`config.mk`:
```
export PLATFORM = sky130hd
export DESIGN_NAME = ref_postpone_sched
export DESIGN_NICKNAME = d
export VERILOG_FILES = /design/src/rtl/refsched_pkg.sv /design/src/rtl/refsched_dp.sv /design/src/rtl/refsched_ctl.sv /design/src/rtl/ref_postpone_sched.sv
export SDC_FILE = /design/constraint.sdc
export NUM_CORES = 1
export LEC_CHECK = 0
export BUFFER_PORTS_ARGS = -buffer_cell sky130_fd_sc_hd__buf_2
export CAP_MARGIN = 30
export CORE_MARGIN = 8
export CORE_UTILIZATION = 60
export DETAILED_ROUTE_END_ITERATION = 10
export PLACE_DENSITY = 0.95
export SLEW_MARGIN = 30
export SYNTH_ARGS = -nofsm -noshare
export SYNTH_HDL_FRONTEND = slang
export SYNTH_SLANG_ARGS = --single-unit
```
`constraint.sdc`:
```
create_clock -name clk -period 5.7 [get_ports clk]
set_input_delay 0.855 -clock clk [delete_from_list [all_inputs] [get_ports clk]]
set_output_delay 0.855 -clock clk [all_outputs]
set_load 0.01 [all_outputs]
```
`src/rtl/refsched_pkg.sv`:
```
package refsched_pkg;

  // Strobes from control to datapath, one per pending-count action
  typedef struct packed {
    logic incPend;  // add one due refresh to the backlog
    logic decPend;  // retire one granted refresh
  } refStrb_t;

endpackage

```
`src/rtl/refsched_dp.sv`:
```
module refsched_dp
  import refsched_pkg::*;
#(
  parameter int INTV_W = 16,
  parameter int CNT_W  = 4
) (
  input  logic              clk,
  input  logic              rst,
  input  logic [INTV_W-1:0] intervalCnt,
  input  refStrb_t          strb,
  output logic              due,
  output logic [CNT_W-1:0]  pendCnt
);

  logic [INTV_W-1:0] timer;

  // Free-running interval timer, wraps after intervalCnt
  assign due = (timer >= intervalCnt);

  always_ff @(posedge clk) begin
    if (rst)      timer <= '0;
    else if (due) timer <= '0;
    else          timer <= timer + 1'b1;
  end

  // Backlog counter driven only by the control strobes
  always_ff @(posedge clk) begin
    if (rst)               pendCnt <= '0;
    else if (strb.incPend) pendCnt <= pendCnt + 1'b1;
    else if (strb.decPend) pendCnt <= pendCnt - 1'b1;
  end

endmodule

```
`src/rtl/refsched_ctl.sv`:
```
module refsched_ctl
  import refsched_pkg::*;
#(
  parameter int CNT_W   = 4,
  parameter int CEIL_HI = 8,
  parameter int CEIL_LO = 4
) (
  input  logic             postponeEn,
  input  logic [CNT_W-1:0] accumLimit,
  input  logic             memType,
  input  logic             ctlIdle,
  input  logic             refGrant,
  input  logic             due,
  input  logic [CNT_W-1:0] pendCnt,
  output logic             refReq,
  output refStrb_t         strb
);

  localparam logic [CNT_W-1:0] CeilHiV = CNT_W'(CEIL_HI);
  localparam logic [CNT_W-1:0] CeilLoV = CNT_W'(CEIL_LO);
  localparam logic [CNT_W-1:0] OneV    = CNT_W'(1);

  logic [CNT_W-1:0] ceilSel;
  logic [CNT_W-1:0] limNz;
  logic [CNT_W-1:0] effLimit;
  logic             atCeil;
  logic             atLimit;
  logic             grantOk;

  // Limit resolution: zero reads as one, then clamp to the type ceiling
  always_comb begin
    ceilSel  = memType ? CeilLoV : CeilHiV;
    limNz    = (accumLimit == '0) ? OneV : accumLimit;
    effLimit = (limNz > ceilSel) ? ceilSel : limNz;
  end

  assign atCeil  = (pendCnt >= ceilSel);
  assign atLimit = (pendCnt >= effLimit);

  // Periodic mode asks at once; postponed mode waits for idle or limit
  assign refReq  = (pendCnt != '0) && (!postponeEn || ctlIdle || atLimit);
  assign grantOk = refGrant && refReq;

  always_comb begin
    strb.incPend = due && !atCeil && !grantOk;
    strb.decPend = grantOk && !due;
  end

endmodule

```
`src/rtl/ref_postpone_sched.sv`:
```
module ref_postpone_sched
  import refsched_pkg::*;
#(
  parameter int INTV_W  = 16,
  parameter int CEIL_HI = 8,
  parameter int CEIL_LO = 4,
  localparam int CNT_W  = $clog2(CEIL_HI + 1)
) (
  input  logic              clk,
  input  logic              rst,
  input  logic [INTV_W-1:0] intervalCnt,
  input  logic              postponeEn,
  input  logic [CNT_W-1:0]  accumLimit,
  input  logic              memType,
  input  logic              ctlIdle,
  input  logic              refGrant,
  output logic              refReq
);

  refStrb_t         strb;
  logic             due;
  logic [CNT_W-1:0] pendCnt;

  refsched_ctl #(
    .CNT_W  (CNT_W),
    .CEIL_HI(CEIL_HI),
    .CEIL_LO(CEIL_LO)
  ) u_ctl (
    .postponeEn(postponeEn),
    .accumLimit(accumLimit),
    .memType   (memType),
    .ctlIdle   (ctlIdle),
    .refGrant  (refGrant),
    .due       (due),
    .pendCnt   (pendCnt),
    .refReq    (refReq),
    .strb      (strb)
  );

  refsched_dp #(
    .INTV_W(INTV_W),
    .CNT_W (CNT_W)
  ) u_dp (
    .clk        (clk),
    .rst        (rst),
    .intervalCnt(intervalCnt),
    .strb       (strb),
    .due        (due),
    .pendCnt    (pendCnt)
  );

endmodule

```
==> impl_results.md <==
- Worst r2r src: u_dp.timer[2]$_SDFF_PP0_
- Die Height: 68.2 um
- Row cnt: 19
- CP Max Fanout: 6
- DP Worst Slack: 1650 ps
- Share of layout cells above drive strength 1: 0.206
- CTS Hold Bufs: 0
- Clock transition at path regs: 120 ps
- Hpwl dp: 2.47 mm
- Cell variety after synth: 37
- Pwr/cell area: 239 mW/mm^2
- Max_slew headroom: 0.609
- Final min period: 3740 ps
- Clock Skews: 8.40 ps
- Mapped Cells: 188
- LEAKAGE: 0.915 nW
- Kind of critical path: in -> reg
- Worst R2R Setup Slack: 2370 ps
- M1 GR Usage: 0.157
- Max Buffers Root-to-Sink: 2
- DRT iter0 DRCs: 77
- Drt pass-1 iters: 4
- Fin. max-slew vios: 0
- Syn_nets: 243
- Clk_lat worst skew: 310 ps
- Critical Path RT: 5910 ps
- Final period util: 0.656
- GR Util met3: 0.0245
- Htree depth: 1
- Initial Utilization: 0.614
- Setup WS post-layout: 1960 ps
- Worst path arrival time: 3950 ps
- Busiest grt layer: met2
- Sink Count: 20
- Ant. Diodes: 0
- Core Util, Final: 0.686
- Cts repair resizes: 0
- Seq/Total Area, Yosys: 0.245
- Hold Fails Final Rpt: 0
- Final Setup Violations: 0
- Layout area overhead: 11.7%
- Crit end category: register
- RSZ-0062 raised after global routing: no
- Mapped cell area: 0.00163 sq mm
- Vias: 1,312
- Yosys reg bits: 20
- Initial antenna violation count: 0
- Final Power: 0.436 mW
- Status: complete, no violations
- CP Launch Type: primary input
- Grt ovf: 0
- Clock Tree Root: clkbuf_4
- FF-to-FF End: u_dp.pendCnt[3]$_SDFFE_PP0P_
- Vias in the first global route: 1,274
- F_max: 267 MHz
- Overall routing resource usage: 0.137
- Avg Cell Area, Syn: 8.69 sq um
- Hold WC Path Type: reg -> reg
- Post-CTS setup buffer count: 0
- DRC Markers: 0
- Die X: 68.2 um
- Per-cell routed wire length: 11.9 um
- Setup tns final: 0 ps
- Nets: 270
- Critical Path Start: memType
- Slew @ Worst Pin: 586 ps
- VDD IR max: 0.247 mV
- Antenna viol nets, final: 0
- Die ar.: 0.00465 sq mm
- Routed vias/inst: 5.36
- Total Routed Length: 2.91 mm
- # IOs: 27
- Core Region: 0.00266 sq mm
- Max Cap Violations: 0
- End of the critical path: u_dp.pendCnt[3]$_SDFFE_PP0P_
- Pin count of the biggest net entering global routing: 17
- CTS tree: yes
- RePlAce Congestion: 0.826
- Synth warnings: 0
- First-pass GRT wire length: 5.14 mm
- Num CTS Buffers: 3
- M2 GR Usage: 0.246
- Worst r2r path cells: 12
- PortBufs: 26
[through the flow]
stage | area [sq um] | hold slack (ps) | cells
after CTS | 1830 | 495 | 245
final | 1830 | 490 | 245
after global routing | 1830 | 539 | 245
after floorplan | 1630 | 447 | 188
after detailed placement | 1770 | 465 | 241
after global placement | 1770 | 462 | 241
[synthesized netlist by cell type]
cell type | instances | area share
clkbuf_1 | 2 | 0.0046
inv_1 | 24 | 0.055
dfxtp_1 | 20 | 0.25
a211o_1 | 2 | 0.011
o21a_1 | 2 | 0.0092
nor2_2 | 2 | 0.0077
nor2_4 | 8 | 0.055
and4_1 | 2 | 0.011
nor2_1 | 22 | 0.051
nand4_1 | 4 | 0.015
mux2_4 | 3 | 0.028
a31oi_1 | 1 | 0.0038
o21ai_0 | 1 | 0.0031
o31ai_1 | 1 | 0.0046
buf_6 | 2 | 0.014
nor4_1 | 1 | 0.0038
nand2b_1 | 3 | 0.011
a21o_1 | 3 | 0.014
nand3_1 | 8 | 0.025
o221ai_1 | 1 | 0.0054
mux2_1 | 1 | 0.0069
a21oi_1 | 8 | 0.025
or4b_1 | 1 | 0.0061
xnor2_1 | 7 | 0.038
fa_1 | 1 | 0.012
ha_1 | 28 | 0.21
nor2b_1 | 1 | 0.0038
mux2i_1 | 3 | 0.018
xor2_1 | 8 | 0.043
or2_1 | 1 | 0.0038
nor4b_1 | 1 | 0.0054
nor3_1 | 1 | 0.0031
o211ai_1 | 1 | 0.0046
or2b_1 | 1 | 0.0046
and3_1 | 3 | 0.011
o21ai_1 | 2 | 0.0061
nand2_1 | 8 | 0.018
[critical path, stage by stage]
cell and delay (ps):
buf_2 140, inv_1 60, ha_1 270, nor2_1 40, nor2_1 120, nand2_1 80, ha_1 270, o21ai_0 150
a21oi_1 70, o211ai_1 350, nand3_1 220, ha_1 320, a21o_1 170, a21o_1 170, and3_1 170, mux2i_1 140
mux2_1 330
[worst min-delay path by stage]
stage,start,endpoint,depth (start not counted)
floorplan,u_dp.timer[0]$_SDFF_PP0_,u_dp.timer[0]$_SDFF_PP0_,1
global placement,u_dp.timer[0]$_SDFF_PP0_,u_dp.timer[0]$_SDFF_PP0_,1
detailed placement,u_dp.timer[0]$_SDFF_PP0_,u_dp.timer[0]$_SDFF_PP0_,1
CTS,u_dp.timer[0]$_SDFF_PP0_,u_dp.timer[0]$_SDFF_PP0_,1
global route,u_dp.timer[0]$_SDFF_PP0_,u_dp.timer[0]$_SDFF_PP0_,1
finish,u_dp.timer[0]$_SDFF_PP0_,u_dp.timer[0]$_SDFF_PP0_,1
[report_power, final]
group	leakage, nW	switching (mW)	internal, mW	total [mW]
clock	0.0279	0.0440	0.0711	0.115
sequential	0.162	0.0178	0.151	0.168
combinational	0.725	0.0727	0.0794	0.152
[routing by layer]
| metal | routed length [um] | part of all wire |
|---|---|---|
| met5 | 0 | 0 |
| met4 | 47 | 0.016 |
| met3 | 150 | 0.051 |
| met2 | 1420 | 0.49 |
| met1 | 1300 | 0.44 |
[area by class of cell]
| cell class | count | area, sq um |
|---|---|---|
| Multi-Input combinational cell | 140 | 1110 |
| Sequential cell | 20 | 400 |
| Clock buffer | 3 | 22.5 |
| Tap cell | 31 | 38.8 |
| Inverter | 24 | 90.1 |
| Fill cell | 235 | 837 |
| Clock inverter | 1 | 30.0 |
| Timing Repair Buffer | 26 | 130 |
[cells in the final DEF (no fill, tap or decap), types with 8 or more instances in the layout]
master / Yosys / layout
nand3_1: 8 / 8
nor2_4: 8 / 8
nor2_1: 22 / 22
a21oi_1: 8 / 8
xor2_1: 8 / 8
dfxtp_1: 20 / 20
inv_1: 24 / 24
ha_1: 28 / 28
buf_2: 0 / 26
nand2_1: 8 / 8
[state kept, by name, indices dropped and copies added (netlist names)]
register / cells
u_dp.pendCnt: 4
u_dp.timer: 16
[logic make-up (layout without fill, tap and decap cells)]
| family | Yosys count | count (layout) | synth area share |
|---|---|---|---|
| DFF | 20 | 20 | 0.245 |
| adders and majority gates | 29 | 29 | 0.227 |
| AOI/OAI and AO/OA | 22 | 22 | 0.0858 |
| muxes | 7 | 7 | 0.0528 |
| buffers and inverters | 28 | 54 | 0.0735 |
| xor gates and xnor gates | 15 | 15 | 0.0804 |
| and+or+nand+nor | 67 | 67 | 0.236 |
No activity file was read; power rests on OpenSTA's default activity.
